<file path="config.mk">
export PLATFORM = sky130hd
export DESIGN_NAME = md9_filter
export DESIGN_NICKNAME = d
export VERILOG_FILES = /design/src/rtl/md9_pkg.sv /design/src/rtl/md9_cfg_regs.sv /design/src/rtl/md9_addr_match.sv /design/src/rtl/md9_sel_ctrl.sv /design/src/rtl/md9_irq.sv /design/src/rtl/md9_tx_nine.sv /design/src/rtl/md9_filter.sv
export SDC_FILE = /design/constraint.sdc
export NUM_CORES = 1
export LEC_CHECK = 0
export BUFFER_PORTS_ARGS = -buffer_cell sky130_fd_sc_hd__buf_2
export CAP_MARGIN = 20
export CORE_MARGIN = 4
export CORE_UTILIZATION = 40
export CTS_BUF_LIST = sky130_fd_sc_hd__clkbuf_4 sky130_fd_sc_hd__clkbuf_8
export CTS_CLUSTER_DIAMETER = 40
export CTS_CLUSTER_SIZE = 30
export DETAILED_ROUTE_END_ITERATION = 10
export PLACE_DENSITY = 0.7
export SLEW_MARGIN = 15
export SYNTH_ARGS = -nofsm -noshare
export SYNTH_HDL_FRONTEND = slang
export SYNTH_HIERARCHICAL = 1
export SYNTH_SLANG_ARGS = --single-unit
export TNS_END_PERCENT = 1
</file>
<file path="constraint.sdc">
create_clock -name clk -period 2.2 [get_ports clk]
set_clock_uncertainty 0.1 [all_clocks]
set_input_delay 0.44 -clock clk [delete_from_list [all_inputs] [get_ports clk]]
set_output_delay 0.44 -clock clk [all_outputs]
set_load 0.005 [all_outputs]
</file>
<file path="src/rtl/md9_pkg.sv">
package md9_pkg;
   typedef enum logic {
      SEL_IDLE   = 1'b0,
      SEL_ACTIVE = 1'b1
   } md9_sel_e;
endpackage

</file>
<file path="src/rtl/md9_cfg_regs.sv">
module md9_cfg_regs #(
   parameter int CHAR_W = 8
) (
   input  logic              clk,
   input  logic              rst_n,
   input  logic              we_addr,
   input  logic              we_mask,
   input  logic [CHAR_W-1:0] wdata,
   output logic [CHAR_W-1:0] addr_q,
   output logic [CHAR_W-1:0] mask_q
);
   localparam logic [CHAR_W-1:0] MASK_RST = '1;

   always_ff @(posedge clk or negedge rst_n) begin
      if (!rst_n) begin
         addr_q <= '0;
         mask_q <= MASK_RST;
      end else begin
         if (we_addr) addr_q <= wdata;
         if (we_mask) mask_q <= wdata;
      end
   end
endmodule

</file>
<file path="src/rtl/md9_addr_match.sv">
module md9_addr_match #(
   parameter int CHAR_W = 8
) (
   input  logic [CHAR_W-1:0] rx_data,
   input  logic [CHAR_W-1:0] addr,
   input  logic [CHAR_W-1:0] mask,
   output logic              hit
);
   logic [CHAR_W-1:0] diff;

   for (genvar i = 0; i < CHAR_W; i++) begin : g_bit
      assign diff[i] = mask[i] & (rx_data[i] ^ addr[i]);
   end

   assign hit = ~|diff;
endmodule

</file>
<file path="src/rtl/md9_sel_ctrl.sv">
module md9_sel_ctrl
   import md9_pkg::*;
#(
   parameter int CHAR_W  = 8,
   parameter bit FWD_REG = 1'b1
) (
   input  logic              clk,
   input  logic              rst_n,
   input  logic              en,
   input  logic              rx_valid,
   input  logic              rx_ninth,
   input  logic [CHAR_W-1:0] rx_data,
   input  logic              hit,
   output logic              match_evt,
   output logic              fifo_wr,
   output logic [CHAR_W-1:0] fifo_data,
   output logic              match_pulse
);
   md9_sel_e sel_q;
   logic     wr_c;

   always_ff @(posedge clk or negedge rst_n) begin
      if (!rst_n)                    sel_q <= SEL_IDLE;
      else if (!en)                  sel_q <= SEL_IDLE;
      else if (rx_valid && rx_ninth) sel_q <= hit ? SEL_ACTIVE : SEL_IDLE;
   end

   assign wr_c      = rx_valid & (~en | (~rx_ninth & (sel_q == SEL_ACTIVE)));
   assign match_evt = rx_valid & en & rx_ninth & hit;

   if (FWD_REG) begin : g_reg
      always_ff @(posedge clk or negedge rst_n) begin
         if (!rst_n) begin
            fifo_wr     <= 1'b0;
            fifo_data   <= '0;
            match_pulse <= 1'b0;
         end else begin
            fifo_wr     <= wr_c;
            match_pulse <= match_evt;
            if (rx_valid) fifo_data <= rx_data;
         end
      end


      pass_thru_chk: assert property (@(posedge clk) disable iff (!rst_n)
         (!en && rx_valid) |=> (fifo_wr && !match_pulse));

      addr_drop_chk: assert property (@(posedge clk) disable iff (!rst_n)
         (en && rx_valid && rx_ninth) |=> !fifo_wr);

      desel_drop_chk: assert property (@(posedge clk) disable iff (!rst_n)
         (en && rx_valid && !rx_ninth && sel_q == SEL_IDLE) |=> !fifo_wr);
   end else begin : g_comb
      assign fifo_wr     = wr_c;
      assign fifo_data   = rx_data;
      assign match_pulse = match_evt;
   end
endmodule

</file>
<file path="src/rtl/md9_irq.sv">
module md9_irq (
   input  logic clk,
   input  logic rst_n,
   input  logic set,
   input  logic clr,
   input  logic en,
   output logic raw,
   output logic out
);
   always_ff @(posedge clk or negedge rst_n) begin
      if (!rst_n)   raw <= 1'b0;
      else if (set) raw <= 1'b1;
      else if (clr) raw <= 1'b0;
   end

   assign out = raw & en;


   raw_set_chk: assert property (@(posedge clk) disable iff (!rst_n)
      set |=> raw);

   raw_clr_chk: assert property (@(posedge clk) disable iff (!rst_n)
      (clr && !set) |=> !raw);
endmodule

</file>
<file path="src/rtl/md9_tx_nine.sv">
module md9_tx_nine #(
   parameter int CHAR_W = 8
) (
   input  logic              clk,
   input  logic              rst_n,
   input  logic              en,
   input  logic              launch,
   input  logic [CHAR_W-1:0] data_in,
   input  logic              force_addr,
   output logic              valid_o,
   output logic [CHAR_W-1:0] char_o,
   output logic              ninth_o
);
   always_ff @(posedge clk or negedge rst_n) begin
      if (!rst_n) begin
         valid_o <= 1'b0;
         char_o  <= '0;
         ninth_o <= 1'b0;
      end else begin
         valid_o <= launch;
         if (launch) begin
            char_o  <= data_in;
            ninth_o <= en & force_addr;
         end
      end
   end


   tx_plain_chk: assert property (@(posedge clk) disable iff (!rst_n)
      (launch && !en) |=> (valid_o && !ninth_o));
endmodule

</file>
<file path="src/rtl/md9_filter.sv">
module md9_filter #(
   parameter int CHAR_W  = 8,
   parameter bit FWD_REG = 1'b1
) (
   input  logic              clk,
   input  logic              rst_n,
   input  logic              cfg_enable,
   input  logic              reg_we_addr,
   input  logic              reg_we_mask,
   input  logic [CHAR_W-1:0] reg_wdata,
   input  logic              rx_valid,
   input  logic              rx_ninth,
   input  logic [CHAR_W-1:0] rx_data,
   output logic              fifo_wr,
   output logic [CHAR_W-1:0] fifo_data,
   output logic              match_pulse,
   input  logic              irq_en,
   input  logic              irq_clr,
   output logic              irq_raw,
   output logic              irq_out,
   input  logic              tx_launch,
   input  logic [CHAR_W-1:0] tx_data,
   input  logic              tx_force_addr,
   output logic              tx_valid,
   output logic [CHAR_W-1:0] tx_char,
   output logic              tx_ninth
);
   if (CHAR_W < 1 || CHAR_W > 32) begin : g_bad_width
      $error("md9_filter: CHAR_W out of range");
   end

   logic [CHAR_W-1:0] addr_q, mask_q;
   logic              hit, match_evt;

   md9_cfg_regs #(.CHAR_W(CHAR_W)) u_regs (
      .clk(clk), .rst_n(rst_n), .we_addr(reg_we_addr), .we_mask(reg_we_mask),
      .wdata(reg_wdata), .addr_q(addr_q), .mask_q(mask_q)
   );

   md9_addr_match #(.CHAR_W(CHAR_W)) u_match (
      .rx_data(rx_data), .addr(addr_q), .mask(mask_q), .hit(hit)
   );

   md9_sel_ctrl #(.CHAR_W(CHAR_W), .FWD_REG(FWD_REG)) u_sel (
      .clk(clk), .rst_n(rst_n), .en(cfg_enable), .rx_valid(rx_valid),
      .rx_ninth(rx_ninth), .rx_data(rx_data), .hit(hit), .match_evt(match_evt),
      .fifo_wr(fifo_wr), .fifo_data(fifo_data), .match_pulse(match_pulse)
   );

   md9_irq u_irq (
      .clk(clk), .rst_n(rst_n), .set(match_evt), .clr(irq_clr), .en(irq_en),
      .raw(irq_raw), .out(irq_out)
   );

   md9_tx_nine #(.CHAR_W(CHAR_W)) u_tx (
      .clk(clk), .rst_n(rst_n), .en(cfg_enable), .launch(tx_launch),
      .data_in(tx_data), .force_addr(tx_force_addr), .valid_o(tx_valid),
      .char_o(tx_char), .ninth_o(tx_ninth)
   );
endmodule

</file>
Yosys cells after proc, flatten, opt, wreduce, memory -nomap -nowiden
Index checks and enable logic that the tools add are counted.

storage, ports and cells
  flip-flop bits (word level) = 38
  output and inout port bits = 22
  logic and storage cells = 46
  bits of input ports = 35

cells by class
  bitwise operators = 26
  reductions and logical operators = 4
  multiplexer cells = 5
  equality and inequality tests = 1

operators with widths
  cell                                                             number
  1-bit bitwise AND                                                15
  8-bit OR reduction                                               1
  1-bit bitwise XOR                                                8
  1-bit two-way mux                                                5
  2-bit by 1-bit != test with 1-bit output, second input constant  1
  1-bit inverter                                                   2
  2-bit nonzero test                                               1
  1-bit logical AND                                                1
  1-bit zero test                                                  1
  1-bit OR                                                         1

Longest topological paths before layout
  word-level depth = 6
  depth in mapped cells = 5
  mapped depth without buffers = 5

By module
The synthesis kept the hierarchy.

by module, submodules not included
  module          instances  sequential area each (um2)  area an instance (um2)  cells an instance
  md9_cfg_regs    1          410.4                       673.1                   34
  md9_sel_ctrl    1          275.3                       445.4                   25
  md9_tx_nine     1          250.2                       395.4                   22
  md9_addr_match  1          0.0                         108.9                   13
  md9_irq         1          25.0                        42.5                    4

Worst setup path before layout
No wires, ideal clock.

  kind = input -> register
  start point = input rx_data[6]
  end point = register u_sel.sel_q
  data required time = 1.980 ns
  cell stages on the path = 5
  setup time = 0.120 ns
  buffers on the path = 0
  data arrival time = 1.239 ns
  path slack = 0.742 ns
  path through = xor2_1 -> a22oi_1 -> and4_1 -> and4_2 -> a31o_1

on the way
  word-level cells in the longest chain between the ends = 6

RTL lines
  item                            RTL line              text
  start, declared                 md9_filter.sv:13      input logic [CHAR_W-1:0] rx_data,
  1-bit bitwise XOR               md9_addr_match.sv:12  assign diff[i] = mask[i] & (rx_data[i] ^ addr[i]);
  1-bit bitwise AND               md9_addr_match.sv:12
  8-bit OR reduction              md9_addr_match.sv:15  assign hit = ~|diff;
  1-bit two-way mux (2 in a row)  md9_sel_ctrl.sv:25    else if (rx_valid && rx_ninth) sel_q <= hit ? SEL_ACTIVE : SEL_IDLE;
  1-bit two-way mux               md9_sel_ctrl.sv:24    else if (!en) sel_q <= SEL_IDLE;
  end signal, assigned            md9_sel_ctrl.sv:25
  end, declared                   md9_sel_ctrl.sv:19    md9_sel_e sel_q;

Every way passes these cells. The select of a mux whose other input is x is not followed.
A chain may end at the register's enable or synchronous reset.

Worst setup path in the final report
  start point = register u_regs.addr_q[6]
  end point = register u_sel.sel_q

on the way
  word-level cells in the longest chain between the ends = 6

RTL lines
  item                            RTL line              text
  start, declared                 md9_cfg_regs.sv:9     output logic [CHAR_W-1:0] addr_q,
  start signal, assigned          md9_cfg_regs.sv:19    if (we_addr) addr_q <= wdata;
  1-bit bitwise XOR               md9_addr_match.sv:12
  1-bit bitwise AND               md9_addr_match.sv:12
  8-bit OR reduction              md9_addr_match.sv:15
  1-bit two-way mux (2 in a row)  md9_sel_ctrl.sv:25
  1-bit two-way mux               md9_sel_ctrl.sv:24

Every way passes these cells. The select of a mux whose other input is x is not followed.

==> summary.txt <==
Finish
  – Fin area: 0.002058 mm2
  – Fraction of layout cells with a size suffix above 1: around two thirds
  – Non-Filler Instances: about 210
  – Area Growth Syn to Fin: 23.59%
  – Antenna Cells: 0
  – Final nets: roughly 190

Yosys
  – Syn Inst Count: just under 100
  – Area leader, netlist: dfrtp_1
  – Post-synth cell types: 17
  – Sequential area share after synthesis: between 50 and 60%
  – Synth Cell Area: around 0.0017 mm2
  – Synth area leaders: dfrtp_1, mux2_4, dfstp_2
  – Synth warn: 6
  – Post-synth top area share: between 40% and 50%
  – Avg Cell Area, Syn: approximately 17 um2
  – Flops & latches, synth: 38
  – Syn nets: roughly 130

Detailed routing
  – Initial DRC count: 25
  – Vias/cell: about 4.8
  – Drt total wl: 3373 um
  – DR WL/cell: approximately 16 um
  – Drt drc: 0
  – DR pass1 iterations: 3
  – Routed vias: around 1000
  – ANT nets after route: 0

Clocking
  – Skew-Pair Late Insertion Delay: roughly 0.28 ns
  – CTS sink cnt: 38
  – # hold bufs at CTS: 0
  – CTS max path bufs: 2
  – Post-CTS Resized: 0
  – Root buf cell: clkbuf_8
  – TritonCTS clock tree: done
  – Total CTS buffers: 5
  – Setup Buffers After CTS: 0
  – H-tree Lvls: 2
  – Clk slew on worst S/H paths: 0.07 ns

Flow run
  – Max-cap violations: 0

Timing
  – Pin slew with the least headroom to its limit: approximately 0.83 ns
  – Setup_tns: 0 ns
  – Max Clk Rate: 661.2 MHz
  – Tmin final: 1.512 ns
  – Final setup vio count: 0
  – Tcrit/Tclk final: roughly 69%
  – Final Hold Fails: 0
  – RSZ-0062 raised after global routing: false
  – Slew margin rel.: about 44%
  – Final Slew Violations: 0

Die
  – Die area: ~0.0053 mm2
  – Die width: about 73 um
  – Starting Density: a little over two fifths
  – Floorplan die height: 72.53 um
  – IO Count: 57
  – Core area: 0.004000 mm2
  – Row count: 23

Critical path
  – CP max stage cell: dfrtp_1
  – Crit path launch type: register
  – Buf+Inv Stages, Crit Path: 0
  – Critical path type: register to register
  – Worst setup path startpoint: u_regs/addr_q[6]$_DFFE_PN0P_
  – CP max FO: 3
  – Top delay family on crit path: simple AND/OR/NAND/NOR gates
  – Worst R2R Start: u_regs/addr_q[6]$_DFFE_PN0P_
  – Worst-path cell chain: xor2_1, a22oi_1, and4_1, and4_2, a31o_1
  – WP data required: roughly 2.3 ns
  – CP peak stage delay: around 0.4 ns
  – Worst Setup End Kind: register
  – CP Data Arrival Time: about 1.6 ns

Power and ir drop
  – Clock share of power: about a third
  – Combinational power share: approximately 16%
  – Net Sw Power: approximately 360 uW
  – Power Total: ~1.6 mW
  – Pwr/cell area: about 750 mW/mm2
  – Static leakage: 1.070 nW
  – Sw Share: a little under a quarter
  – Pint: roughly 1.2 mW
  – Seq pwr share: a little over half
  – Worst IR drop on VDD: roughly 0.00047 V

Placed design
  – Dpl cells: 200
  – Port Buffer Count: 56
  – Cell Area, Placed: ~0.0020 mm2
  – Final HPWL DP: between 2000 and 3000 um
  – RePlAce Congestion: a little under 0.8

Global routing
  – First-pass GRT wire length: approximately 5400 um
  – Total GRT Usage: a little over an eighth
  – Total grt overflow: 0
  – Largest net degree at the start of global routing: 39
  – Antenna violations before repair: 0
  – Vias in the first global route: 1146

Status
  – Outcome: completed

Hold path
  – Min-delay worst type: input port to async pin
-- synth_stat cells, drive strengths merged --
| cell | number |
|---|---|
| a21boi | 1 |
| a21o | 1 |
| a22oi | 4 |
| a31o | 1 |
| and2 | 1 |
| and4 | 2 |
| buf | 4 |
| dfrtp | 30 |
| dfstp | 8 |
| inv | 2 |
| mux2 | 32 |
| nand2 | 1 |
| nand2b | 1 |
| nand3 | 1 |
| o21ai | 1 |
| xor2 | 8 |
-- registers in the layout (all words and copies together), names as in the netlist, 8 cells and up --
register and flops:
u_regs/addr_q 8, u_regs/mask_q 8, u_sel/fifo_data 8, u_tx/char_o 8
-- metal layers --
metal | part of all wire [%] | global-route usage, %
met2 | 49 | 23.35
met5 | 0 | 0
met4 | 1.5 | 4.918
met1 | 40 | 15.61
met3 | 9.7 | 5.125
-- stage by stage --
step	utilization (%)	worst slack [ns]	hold slack, ns
4_1_cts	51.45	0.6769	0.1750
3_5_place_dp	49.08	0.5450	0.3917
3_3_place_gp	49.08	0.5791	0.3840
5_1_grt	51.45	0.6037	0.2159
2_1_floorplan	-	0.7418	0.04441
6_report	51.45	0.6876	0.1548
-- layout by cell type (no fill, tap or decap), types with 2 or more instances in the layout --
cell and count:
buf_2 56, clkbuf_8 6, dfstp_2 8, inv_1 2, xor2_1 8, dfrtp_1 30, a22oi_1 4, mux2_4 32
-- path summary, 6_finish.rpt --
check | to | slack, ns | cells after the start
worst min-delay path | u_tx/valid_o$_DFF_PN0_ | 0.15 | 1
worst max-delay path | u_sel/sel_q$_DFFE_PN0P_ | 0.69 | 5
min in group clk | u_tx/char_o[3]$_DFFE_PN0P_ | 0.29 | 2
max in group asynchronous | u_sel/fifo_data[0]$_DFFE_PN0P_ | 1.33 | 1
worst max register to register | u_sel/sel_q$_DFFE_PN0P_ | 0.69 | 5
worst min register to register | u_tx/char_o[1]$_DFFE_PN0P_ | 0.41 | 1
-- cell type report --
cell class	instances	area, um2
clock buffer	7	90.09
inverter	2	7.507
timing repair buffer	56	280.3
tap	50	62.56
fill	361	1942
sequential	38	960.9
clock inverter	1	5.005
multi-input combinational	54	651.9
-- power by group through the flow --
stage	logic, mW	clock network, mW	registers [mW]
finish	0.244	0.494	0.813
global route	0.266	0.544	0.822
CTS	0.249	0.512	0.814
detailed placement	0.248	0	0.826
global placement	0.241	0	0.820
floorplan	0.146	0	0.821
-- kinds of logic (layout without fill, tap and decap cells) --
kind of cell,Yosys count,after routing,share of synthesized area (%)
flops,38,38,57.70
xor+xnor,8,8,4.208
mux,32,32,28.85
simple gates,6,6,2.555
compound gates,8,8,3.531
buf+inv,6,66,3.155
Power figures use the tool's default switching activity.
